<file path="src/rtl/sdd_pkg.sv">
package sdd_pkg;
  typedef enum logic [2:0] {
    S_IDLE, S_FETCH, S_MRD, S_TX, S_RX, S_MWR, S_WBACK, S_DONE
  } dma_state_e;

  localparam int HOLD_BIT = 31;
  localparam int LAST_BIT = 2;
  localparam int ST_W     = 10;
  localparam int ST_SUM   = 8;
  localparam int ST_TX    = 0;
  localparam int ST_RX    = 1;
endpackage

</file>
<file path="src/rtl/sdd_len_calc.sv">
// Effective per-descriptor byte count: zero or oversize lengths become the
// maximum, and the result never exceeds what is left of the command.
module sdd_len_calc #(
  parameter int MAX_BYTES = 8192,
  parameter int LEN_W     = 14
) (
  input  logic [31:0]      size_i,
  input  logic [31:0]      remain_i,
  output logic [LEN_W-1:0] len_o
);
  localparam logic [31:0] MAX32 = 32'(MAX_BYTES);

  logic [31:0] clamp;

  always_comb begin
    clamp = ((size_i == 32'd0) || (size_i > MAX32)) ? MAX32 : size_i;
    len_o = LEN_W'((remain_i < clamp) ? remain_i : clamp);
  end
endmodule

</file>
<file path="src/rtl/sdd_stage.sv">
// One-word staging buffer between the word memory port and the byte card port.
module sdd_stage (
  input  logic        clk,
  input  logic        rst_n,
  input  logic        clr_i,
  input  logic        load_i,
  input  logic [31:0] load_word_i,
  input  logic        put_i,
  input  logic [1:0]  idx_i,
  input  logic [7:0]  put_byte_i,
  output logic [31:0] word_o,
  output logic [7:0]  byte_o
);
  for (genvar g = 0; g < 4; g++) begin : g_lane
    logic [7:0] lane_q, lane_n;
    logic       lane_en;

    always_comb begin
      lane_en = clr_i || load_i || (put_i && (idx_i == 2'(g)));
      if (clr_i)       lane_n = 8'd0;
      else if (load_i) lane_n = load_word_i[8*g +: 8];
      else             lane_n = put_byte_i;
    end

    always_ff @(posedge clk or negedge rst_n) begin
      if (!rst_n)       lane_q <= 8'd0;
      else if (lane_en) lane_q <= lane_n;
    end

    assign word_o[8*g +: 8] = lane_q;
  end

  assign byte_o = word_o[8*idx_i +: 8];
endmodule

</file>
<file path="src/rtl/sdd_status.sv">
// DMA status register: set on completion, write-one-to-clear from software.
module sdd_status
  import sdd_pkg::*;
(
  input  logic            clk,
  input  logic            rst_n,
  input  logic            set_i,
  input  logic            tx_dir_i,
  input  logic            clr_we_i,
  input  logic [ST_W-1:0] clr_mask_i,
  output logic [ST_W-1:0] q_o
);
  logic [ST_W-1:0] q_n, set_bits;
  logic            q_en;

  always_comb begin
    set_bits = '0;
    set_bits[ST_SUM] = 1'b1;
    if (tx_dir_i) set_bits[ST_TX] = 1'b1;
    else          set_bits[ST_RX] = 1'b1;
    q_en = set_i || clr_we_i;
    q_n  = q_o & ~(clr_we_i ? clr_mask_i : '0);
    if (set_i) q_n = q_n | set_bits;
  end

  always_ff @(posedge clk or negedge rst_n) begin
    if (!rst_n)    q_o <= '0;
    else if (q_en) q_o <= q_n;
  end

  a_r9_sum_set: assert property (@(posedge clk) disable iff (!rst_n)
    set_i |=> q_o[ST_SUM]);
  a_r10_clr: assert property (@(posedge clk) disable iff (!rst_n)
    (clr_we_i && !set_i && clr_mask_i[ST_SUM]) |=> !q_o[ST_SUM]);
  a_r10_keep: assert property (@(posedge clk) disable iff (!rst_n)
    (clr_we_i && !set_i && !clr_mask_i[ST_TX] && q_o[ST_TX]) |=> q_o[ST_TX]);
endmodule

</file>
<file path="src/rtl/sdd_chain_dma.sv">
module sdd_chain_dma
  import sdd_pkg::*;
#(
  parameter int MAX_BYTES = 8192
) (
  input  logic            clk,
  input  logic            rst_n,
  input  logic            start_i,
  input  logic            dma_en_i,
  input  logic            is_write_i,
  input  logic            card_rd_ready_i,
  input  logic [31:0]     desc_base_i,
  input  logic [31:0]     byte_count_i,
  input  logic [31:0]     block_size_i,
  output logic            mem_req_o,
  output logic            mem_we_o,
  output logic [31:0]     mem_addr_o,
  output logic [31:0]     mem_wdata_o,
  input  logic            mem_ack_i,
  input  logic [31:0]     mem_rdata_i,
  output logic            tx_valid_o,
  output logic [7:0]      tx_data_o,
  input  logic            tx_ready_i,
  input  logic            rx_valid_i,
  input  logic [7:0]      rx_data_i,
  output logic            rx_ready_o,
  input  logic            st_clr_we_i,
  input  logic [ST_W-1:0] st_clr_mask_i,
  output logic [ST_W-1:0] dma_status_o,
  output logic            done_o,
  output logic            busy_o
);
  localparam int LEN_W = $clog2(MAX_BYTES) + 1;

  dma_state_e       state_q, state_n;
  logic [1:0]       widx_q, widx_n, bidx_q, bidx_n;
  logic [31:0]      desc_q, desc_n, remain_q, remain_n;
  logic [31:0]      dstat_q, dsize_q, dbuf_q, dnext_q;
  logic [LEN_W-1:0] off_q, off_n, off_m1, len_c;
  logic             wr_q, wr_n;
  logic             go, fetch_ld, stg_clr, stg_load, stg_put, st_set;
  logic [31:0]      buf_al, stg_word;
  logic [7:0]       stg_byte;

  sdd_len_calc #(.MAX_BYTES(MAX_BYTES), .LEN_W(LEN_W)) u_len (
    .size_i(dsize_q), .remain_i(remain_q), .len_o(len_c));

  sdd_stage u_stage (
    .clk(clk), .rst_n(rst_n), .clr_i(stg_clr), .load_i(stg_load),
    .load_word_i(mem_rdata_i), .put_i(stg_put), .idx_i(bidx_q),
    .put_byte_i(rx_data_i), .word_o(stg_word), .byte_o(stg_byte));

  sdd_status u_status (
    .clk(clk), .rst_n(rst_n), .set_i(st_set), .tx_dir_i(wr_q),
    .clr_we_i(st_clr_we_i), .clr_mask_i(st_clr_mask_i), .q_o(dma_status_o));

  assign go = start_i && dma_en_i && (byte_count_i != 32'd0) &&
              (block_size_i != 32'd0) && (is_write_i || card_rd_ready_i);
  assign fetch_ld = (state_q == S_FETCH) && mem_ack_i;

  // Next-state logic
  always_comb begin
    state_n  = state_q;
    widx_n   = widx_q;
    bidx_n   = bidx_q;
    desc_n   = desc_q;
    remain_n = remain_q;
    off_n    = off_q;
    wr_n     = wr_q;
    stg_clr  = 1'b0;
    stg_load = 1'b0;
    stg_put  = 1'b0;
    st_set   = 1'b0;
    case (state_q)
      S_IDLE: if (go) begin
        desc_n   = desc_base_i;
        remain_n = byte_count_i;
        wr_n     = is_write_i;
        widx_n   = 2'd0;
        state_n  = S_FETCH;
      end
      S_FETCH: if (mem_ack_i) begin
        widx_n = widx_q + 2'd1;
        if (widx_q == 2'd3) begin
          off_n   = '0;
          bidx_n  = 2'd0;
          stg_clr = 1'b1;
          state_n = wr_q ? S_MRD : S_RX;
        end
      end
      S_MRD: if (mem_ack_i) begin
        stg_load = 1'b1;
        state_n  = S_TX;
      end
      S_TX: if (tx_ready_i) begin
        off_n  = off_q + 1'b1;
        bidx_n = bidx_q + 2'd1;
        if (off_q + 1'b1 == len_c) state_n = S_WBACK;
        else if (bidx_q == 2'd3)   state_n = S_MRD;
      end
      S_RX: if (rx_valid_i) begin
        stg_put = 1'b1;
        off_n   = off_q + 1'b1;
        bidx_n  = bidx_q + 2'd1;
        if ((off_q + 1'b1 == len_c) || (bidx_q == 2'd3)) state_n = S_MWR;
      end
      S_MWR: if (mem_ack_i) begin
        stg_clr = 1'b1;
        state_n = (off_q == len_c) ? S_WBACK : S_RX;
      end
      S_WBACK: if (mem_ack_i) begin
        remain_n = remain_q - 32'(len_c);
        if (dstat_q[LAST_BIT] || (remain_q == 32'(len_c))) begin
          state_n = S_DONE;
        end else begin
          desc_n  = dnext_q;
          widx_n  = 2'd0;
          state_n = S_FETCH;
        end
      end
      S_DONE: begin
        st_set  = 1'b1;
        state_n = S_IDLE;
      end
      default: state_n = S_IDLE;
    endcase
  end

  // Registers
  always_ff @(posedge clk or negedge rst_n) begin
    if (!rst_n) begin
      state_q  <= S_IDLE;
      widx_q   <= 2'd0;
      bidx_q   <= 2'd0;
      desc_q   <= '0;
      remain_q <= '0;
      off_q    <= '0;
      wr_q     <= 1'b0;
    end else begin
      state_q  <= state_n;
      widx_q   <= widx_n;
      bidx_q   <= bidx_n;
      desc_q   <= desc_n;
      remain_q <= remain_n;
      off_q    <= off_n;
      wr_q     <= wr_n;
    end
  end

  always_ff @(posedge clk or negedge rst_n) begin
    if (!rst_n) begin
      dstat_q <= '0;
      dsize_q <= '0;
      dbuf_q  <= '0;
      dnext_q <= '0;
    end else if (fetch_ld) begin
      case (widx_q)
        2'd0:    dstat_q <= mem_rdata_i;
        2'd1:    dsize_q <= mem_rdata_i;
        2'd2:    dbuf_q  <= mem_rdata_i;
        default: dnext_q <= mem_rdata_i;
      endcase
    end
  end

  // Output decode
  always_comb begin
    buf_al      = {dbuf_q[31:2], 2'b00};
    off_m1      = off_q - 1'b1;
    mem_req_o   = (state_q == S_FETCH) || (state_q == S_MRD) ||
                  (state_q == S_MWR) || (state_q == S_WBACK);
    mem_we_o    = (state_q == S_MWR) || (state_q == S_WBACK);
    mem_wdata_o = (state_q == S_WBACK) ? (dstat_q & ~(32'd1 << HOLD_BIT)) : stg_word;
    case (state_q)
      S_FETCH: mem_addr_o = desc_q + {28'd0, widx_q, 2'b00};
      S_MRD:   mem_addr_o = buf_al + 32'({off_q[LEN_W-1:2], 2'b00});
      S_MWR:   mem_addr_o = buf_al + 32'({off_m1[LEN_W-1:2], 2'b00});
      S_WBACK: mem_addr_o = desc_q;
      default: mem_addr_o = '0;
    endcase
  end

  assign tx_valid_o = (state_q == S_TX);
  assign tx_data_o  = stg_byte;
  assign rx_ready_o = (state_q == S_RX);
  assign done_o     = (state_q == S_DONE);
  assign busy_o     = (state_q != S_IDLE);

  a_r11_mem_hold: assert property (@(posedge clk) disable iff (!rst_n)
    (mem_req_o && !mem_ack_i) |=> (mem_req_o && $stable(mem_addr_o) &&
                                   $stable(mem_we_o) && $stable(mem_wdata_o)));
  a_r11_tx_hold: assert property (@(posedge clk) disable iff (!rst_n)
    (tx_valid_o && !tx_ready_i) |=> (tx_valid_o && $stable(tx_data_o)));
  a_r5_buf_aligned: assert property (@(posedge clk) disable iff (!rst_n)
    (mem_req_o && ((state_q == S_MRD) || (state_q == S_MWR))) |-> (mem_addr_o[1:0] == 2'b00));
  a_r6_wb_hold_clear: assert property (@(posedge clk) disable iff (!rst_n)
    (mem_req_o && mem_we_o && (mem_addr_o == desc_q) && (state_q == S_WBACK))
      |-> !mem_wdata_o[HOLD_BIT]);
  a_r4_len_bound: assert property (@(posedge clk) disable iff (!rst_n)
    (tx_valid_o || rx_ready_o) |-> ((len_c != '0) && (32'(len_c) <= 32'(MAX_BYTES)) &&
                                    (off_q < len_c)));
  a_r8_idle_quiet: assert property (@(posedge clk) disable iff (!rst_n)
    !busy_o |-> (!mem_req_o && !tx_valid_o && !rx_ready_o));
  a_r11_one_dir: assert property (@(posedge clk) disable iff (!rst_n)
    !(tx_valid_o && rx_ready_o));
endmodule

</file>
<file path="config.mk">
export PLATFORM = sky130hd
export DESIGN_NAME = sdd_chain_dma
export DESIGN_NICKNAME = d
export VERILOG_FILES = /design/src/rtl/sdd_pkg.sv /design/src/rtl/sdd_len_calc.sv /design/src/rtl/sdd_stage.sv /design/src/rtl/sdd_status.sv /design/src/rtl/sdd_chain_dma.sv
export SDC_FILE = /design/constraint.sdc
export NUM_CORES = 1
export LEC_CHECK = 0
export ABC_AREA = 1
export CELL_PAD_IN_SITES_DETAIL_PLACEMENT = 1
export CELL_PAD_IN_SITES_GLOBAL_PLACEMENT = 1
export CORE_AREA = 4 4 171 239
export DETAILED_ROUTE_END_ITERATION = 10
export DIE_AREA = 0 0 175 243
export GPL_TIMING_DRIVEN = 0
export PLACE_DENSITY = 0.85
export SYNTH_ARGS = -nofsm -noshare
export SYNTH_HDL_FRONTEND = slang
export SYNTH_SLANG_ARGS = --single-unit
</file>
<file path="constraint.sdc">
create_clock -name clk -period 11.6 [get_ports clk]
set_input_delay 3.48 -clock clk [delete_from_list [all_inputs] [get_ports clk]]
set_output_delay 3.48 -clock clk [all_outputs]
set_load 0.01 [all_outputs]
</file>
==> results.md, run 1 <==
- Most used routing layer: met2
- Max-slew violation count: 0
- CTS tree: yes
- # Max-Cap Violations: 0
- DR vias/cell: 5.71
- Post-synth top flop: dfrtp_1
- GR Layer Usage met3: about 3.6%
- Fmax: between 100 and 150 MHz
- WP data arrival: between 6000 and 7000 ps
- CTS Buffer Depth: 3
- Root Buffer Master: clkbuf_16
- Register area share after synthesis: approximately two fifths
- Initial DRC count: 969
- Syn avg cell area: 7.19 um^2
- Clock transition at the registers of the reported paths: about 60 ps
- DRC: 0
- I/O pin total: 244
- Met2 usage: 60.5%
- Setup violators final: 0
- Cell mode on critical path: nand2_1
- Vias in the first global route: 19300
- Max incr delay on CP: 610 ps
- Async S/R FF share, synth: 100%
- Worst Setup SP: state_q[0]
- CORE AREA: 38500 um^2
- CP delay by family, top: simple AND/OR/NAND/NOR gates
- Total power draw: 5920 uW
- Reg2reg start: dsize_q[15]
- Sequential cell area: roughly 6300 um^2
- Min-delay worst type: flop to flop
- First-pass GRT wire length: 109 mm
- Hold Vio Cnt, Final: 0
- WP buf/inv: 4
- PD cells: ~290 nW/um^2
- Multi-input gate area: 8840 um^2
- RePlAce Congestion: 0.975
- Pleak: 0.00921 uW
- Setup bufs post-CTS: 0
- Nets: 2815
- Non-Filler Instances: 3132
- Placed Cells: approximately 3000
- Final period util: 82.0%
- Detail Route Antenna Nets: 0
- Min-delay src: u_status.q_o[8]
- Port Buf Inserts: 242
- Clock sinks: 253
- Least-Margin Pin Slew: approximately 1400 ps
- Hold slack: 482 ps
- Layout fillers: 4955
- Setup repair after global routing missed its margin: false
- Number of enable flip-flop cells after synthesis: 0
- Vias post-DR: 17900
- CTS buffer count: 29
- Horiz. Die Dim: roughly 180 um
- P&R area growth vs syn: 25.6%
- Synth warnings: 0
- GRT Total Usage: 32.6%
- Grt met1 use: 35.4%
- Insertion delay to the later sink of the worst-skew pair: slightly below 600 ps
- Hold buffers post-CTS: 0
- Die ar.: 42500 um^2
- Layout cells sized above 1: 4.79%
- Total Routed Length: 71.1 mm
- Largest net degree at the start of global routing: about 110
- Crit end category: output pin
- Worst setup SP type: flop
- Commonest non-fill, non-tap cell in the layout: nand2_1
- Max_slew headroom: under 10%
- Chip Height: between 200 and 250 um
- Commonest non-fill, non-tap cells in the layout: 512 x nand2_1, 322 x o21ai_0, 259 x inv_1
- WS Path Type: flop to output pin
- VDD IR-drop max: between 0.00015 and 0.0002 V
- Post-CTS Resized: 0
- Synth Cell Area: 16500 um^2
- Yosys reg bits: ~250
- Status: finished, final reports clean
- Effective utilization at floorplan: between 40 and 50%
- DRT Pass-1 Iters: 5
- DP Wirelength: around 56 mm
- Post-layout util: 53.8%
- Antenna Cells: 0
- Skew final: ~21 ps
- Mapped Cells: 2295
- Crit Path Max Fanout: 6
- Data required, critical path: 8120 ps
- Row cnt: 85
- Critical-path top delay cell: clkdlybuf4s50_1
- Minimum clock period: 9510 ps
- H-tree Lvls: 1
- Grt total ovfl: 0
- Yosys cell types: 54
- Wirelength per Cell: 22.7 um
- Antenna violations before repair: 0
## registers in the layout, summed over array words and instances, names as in the netlist
register and cells:
widx_q 2, remain_q 32, off_q 14, desc_q 32, u_stage.g_lane.lane_q 32, wr_q 1
dnext_q 32, bidx_q 2, dstat_q 31, state_q 3, u_status.q_o 10, dbuf_q 30
dsize_q 32
## cell families after synthesis
logic type | after synthesis | synth area share (%)
buf+inv | 356 | 8.41
flops | 253 | 38.4
fa+ha+maj | 71 | 5.48
compound gates | 566 | 19.0
xor+xnor | 59 | 3.13
other cells | 1 | 0.0227
simple gates | 989 | 25.5
## tightest hold or removal path, stage by stage, from the launching register on
cell	delay (ps)
dfrtp_1	340
nand2_1	50
nand2_1	50
## layer usage
metal,share of wire (%),routed length [um],up-vias
met5,0,0,-
met4,6.9,4920,0
met3,3.9,2780,215
met2,53,37400,559
met1,37,26000,8901
li1,-,-,8207
## final cells by class
cell class | instances | share of cell area, %
Buffer | 92 | 1.91
Clock buffer | 36 | 3.82
Clock inverter | 17 | 1.04
Inverter | 264 | 4.78
Multi-Input combinational cell | 1703 | 42.7
Sequential cell | 253 | 30.6
Tap cell | 522 | 3.15
Timing Repair Buffer | 245 | 12.0
## where the power goes
part	internal [uW]	switching [uW]
Clock	576	419
Combinational	1180	2100
Sequential	1270	379
Total	3030	2890
## synth_stat cells, types with 3 or more instances
| cell type | instances | area share (%) |
|---|---|---|
| nor2_2 | 4 | 0.15 |
| inv_2 | 4 | 0.091 |
| o211ai_1 | 43 | 2.0 |
| clkbuf_1 | 75 | 1.7 |
| o21ai_0 | 322 | 9.8 |
| nor4_1 | 32 | 1.2 |
| nand3_1 | 129 | 3.9 |
| dfrtp_1 | 253 | 38 |
| buf_2 | 5 | 0.15 |
| a21oi_1 | 87 | 2.6 |
| o21ai_1 | 40 | 1.2 |
| xor2_1 | 55 | 2.9 |
| o21a_1 | 5 | 0.23 |
| a21boi_0 | 7 | 0.32 |
| nand2_1 | 512 | 12 |
| or2_2 | 36 | 1.4 |
| ha_1 | 69 | 5.2 |
| a22oi_1 | 4 | 0.18 |
| o21ai_2 | 5 | 0.27 |
| nand4_1 | 21 | 0.80 |
| nand2_2 | 4 | 0.15 |
| nor3_1 | 36 | 1.1 |
| xnor2_1 | 4 | 0.21 |
| a211oi_1 | 5 | 0.23 |
| buf_6 | 5 | 0.34 |
| o22ai_1 | 20 | 0.76 |
| nor2_1 | 204 | 4.6 |
| o221ai_1 | 10 | 0.53 |
| nand3b_1 | 3 | 0.14 |
| inv_1 | 259 | 5.9 |
| a31oi_1 | 4 | 0.15 |
| buf_1 | 5 | 0.11 |
## final timing paths
path	to	slack, ps	depth (start not counted)
worst min register to register	u_status.q_o[8]	480	2
worst max register to register	desc_q[22]	5220	31
worst min-delay path	u_status.q_o[8]	480	2
max in group asynchronous	remain_q[19]	7840	2
min in group asynchronous	u_stage.g_lane[3].lane_q[7]	2790	1
worst max-delay path	mem_addr_o[16]	2090	29
## per-stage QoR
stage          TNS (ps)  setup WS, ps  instance area [um^2]
2_1_floorplan         0          4530                 16600
3_3_place_gp   -1034600         -4130                 19600
3_5_place_dp          0          2870                 19700
4_1_cts               0          2140                 20700
5_1_grt               0          1600                 20700
6_report              0          2090                 20700
No activity file was read; power rests on OpenSTA's default activity.
==> run 2: changes to the inputs <==
--- a/config.mk
+++ b/config.mk
@@ -8,11 +8,11 @@
 export ABC_AREA = 1
 export CELL_PAD_IN_SITES_DETAIL_PLACEMENT = 1
 export CELL_PAD_IN_SITES_GLOBAL_PLACEMENT = 1
-export CORE_AREA = 4 4 171 239
+export CORE_AREA = 4 4 186 261
 export DETAILED_ROUTE_END_ITERATION = 10
-export DIE_AREA = 0 0 175 243
+export DIE_AREA = 0 0 190 265
 export GPL_TIMING_DRIVEN = 0
-export PLACE_DENSITY = 0.85
+export PLACE_DENSITY = 0.76
 export SYNTH_ARGS = -nofsm -noshare
 export SYNTH_HDL_FRONTEND = slang
 export SYNTH_SLANG_ARGS = --single-unit
==> constraint.sdc (replaced) <==
create_clock -name clk -period 7.9 [get_ports clk]
set_input_delay 2.37 -clock clk [delete_from_list [all_inputs] [get_ports clk]]
set_output_delay 2.37 -clock clk [all_outputs]
set_load 0.01 [all_outputs]
==> results.md, run 2 (same netlist as run 1, synthesis figures left out) <==
- Status: finished, final reports clean
- # Max-Cap Violations: 0 (unchanged)
- Wirelength per Cell: 22.3 um (-1.8%)
- CORE AREA: 46000 um^2 (+19%)
- Fmax: 131 MHz
- Antenna violations before repair: 0 (unchanged)
- Internal power: 4460 uW (+47%)
- Commonest non-fill, non-tap cells in the layout: 511 x nand2_1, 320 x o21ai_0, 258 x inv_1
- Chip Height: 265 um (+9.1%)
- Crit path depth: 28 (-3.4%)
- Detail Route Antenna Nets: 0 (unchanged)
- First-pass GRT wire length: 109 mm (+0.36%)
- Max-slew violation count: 0 (unchanged)
- Cell mode on critical path: nand2_1
- Max_slew headroom: 14.2% (+5.0 points)
- CTS buffer count: 29 (unchanged)
- WS Path Type: flop to output pin
- Horiz. Die Dim: 190 um (+8.6%)
- Reg2reg start: dsize_q[15]
- Min-delay worst type: flop to flop
- Layout cells sized above 1: 6.18% (+1.4 points)
- Met2 usage: 50.8% (-9.8 points)
- CP delay by family, top: simple AND/OR/NAND/NOR gates
- Insertion delay to the later sink of the worst-skew pair: 580 ps (about the same)
- Row cnt: 93 (+9.4%)
- Minimum clock period: 7620 ps
- Clock Power Share: 16.6% (-0.2 points)
- Least-Margin Pin Slew: 1280 ps (-76.4 ps)
- Hold Vio Cnt, Final: 0 (unchanged)
- DRC: 0 (unchanged)
- Die ar.: 50400 um^2 (+18%)
- Post-layout util: 45.8% (-8.0 points)
- Data required, critical path: 5530 ps (-2590 ps)
- Most used routing layer: met2
- CTS Buffer Depth: 3 (unchanged)
- Sw power: 4250 uW (+47%)
- Hold path depth: 2 (unchanged)
- Commonest non-fill, non-tap cell in the layout: nand2_1
- Effective utilization at floorplan: 35.9% (-7.0 points)
- VDD IR-drop max: 0.000172 V (+12%)
- GRT Total Usage: 27.7% (-4.8 points)
- Final setup TNS: 0 ps (unchanged)
- PD cells: 413 nW/um^2 (+45%)
- Initial DRC count: 997 (+2.9%)
- Setup repair after global routing missed its margin: true
- DR vias/cell: 5.45 (-4.5%)
- Grt total ovfl: 0 (unchanged)
- WP buf/inv: 5 (+1)
- Total power draw: 8710 uW (+47%)
- Clock sinks: 253 (unchanged)
- CTS tree: yes
- Grt met1 use: 30.4% (-4.9 points)
- Logic pwr share: 55.5% (+0.2 points)
- Sequential share of power: 27.9% (about the same)
- Post-route cell area: 21100 um^2 (+1.7%)
- Largest net degree at the start of global routing: 114 (+7.5%)
- Skew final: 13.4 ps (-7.60 ps)
- Worst setup SP type: flop
- Max incr delay on CP: 540 ps (-70 ps)
- Sw Ratio: 48.8% (about the same)
- H-tree Lvls: 1 (unchanged)
- Min-delay src: u_status.q_o[8]
- Root Buffer Master: clkbuf_16
- I/O pin total: 244 (unchanged)
- Internal reg-to-reg setup slack: 1880 ps (-3340 ps)
- Port Buf Inserts: 242 (unchanged)
- Worst Setup SP: state_q[1]
- WP data arrival: 5250 ps (-780 ps)
- FF-to-FF path depth: 31 (unchanged)
- Setup violators final: 0 (unchanged)
- P&R area growth vs syn: 27.7%
- Antenna Cells: 0 (unchanged)
- Crit end category: output pin
- Final period util: 96.5%
- Vias in the first global route: 19000 (-1.4%)
- GR Layer Usage met3: 3.21% (-0.43 points)
- Layout fillers: 5762 (+16%)
- DRT Pass-1 Iters: 5 (unchanged)
- Placed Area: 19800 um^2 (+0.60%)
- Crit Path Max Fanout: 6 (unchanged)
- Nets: 2828 (+0.46%)
- DP Wirelength: 57.0 mm (+2.2%)
- Critical-path top delay cell: clkdlybuf4s50_1
- Pleak: 0.00943 uW (+2.4%)
- Vias post-DR: 17700 (-1.3%)
- RePlAce Congestion: 0.930 (-4.6%)
- Non-Filler Instances: 3239 (+3.4%)
- Placed Cells: 3174 (+3.1%)
- Total Routed Length: 72.2 mm (+1.6%)
- Clock transition at the registers of the reported paths: 60 ps (about the same)
==> run 2: area by class of cell <==
| type | instances | area [um^2] | area share [%] |
|---|---|---|---|
| Sequential cell | 253 | 6330 | 30.1 |
| Clock inverter | 20 | 231 | 1.10 |
| Buffer | 92 | 399 | 1.89 |
| Inverter | 264 | 995 | 4.72 |
| Tap cell | 617 | 772 | 3.66 |
| Multi-Input combinational cell | 1703 | 8960 | 42.6 |
| Timing Repair Buffer | 258 | 2610 | 12.4 |
| Clock buffer | 32 | 757 | 3.59 |
==> run 2: what timing repair did <==
item / 4_1_cts / 5_1_grt
hold buffers: 0 / 0
buffers inserted: 0 / 13
resized for setup: 14 / 23
pin swaps: 1 / 10
setup endpoints to repair: 14 / 13
==> run 2: per-layer routing <==
layer / vias up / wire length [um]
li1: 8227 / -
met1: 8682 / 26900
met2: 524 / 37300
met3: 225 / 2910
met4: 0 / 5080
met5: - / 0
==> run 2: worst min-delay path, delay by kind of cell, from the launching register on <==
family           cells  cell delay [ps]
DFF                  1              340
and+or+nand+nor      2              120
==> run 2: power groups by stage <==
stage	logic, uW	registers [uW]	clock network (uW)
5_1_grt	5330	2490	1520
3_5_place_dp	4710	2430	0
4_1_cts	4760	2420	1460
2_1_floorplan	2940	2210	0
3_3_place_gp	4540	2400	0
6_report	4840	2430	1440
==> run 2: path summary, 6_finish.rpt <==
check	end
worst max-delay path	mem_addr_o[25]
worst min-delay path	u_status.q_o[8]
worst max register to register	desc_q[22]
worst min register to register	u_status.q_o[8]
max in group asynchronous	desc_q[28]
min in group asynchronous	u_status.q_o[2]
==> run 2: through the flow <==
| step | hold slack [ps] | setup slack [ps] |
|---|---|---|
| 6_report | 485 | 277 |
| 5_1_grt | 506 | -155 |
| 2_1_floorplan | 453 | 1940 |
| 3_3_place_gp | 466 | -6810 |
| 4_1_cts | 491 | -12.4 |
| 3_5_place_dp | 475 | 125 |
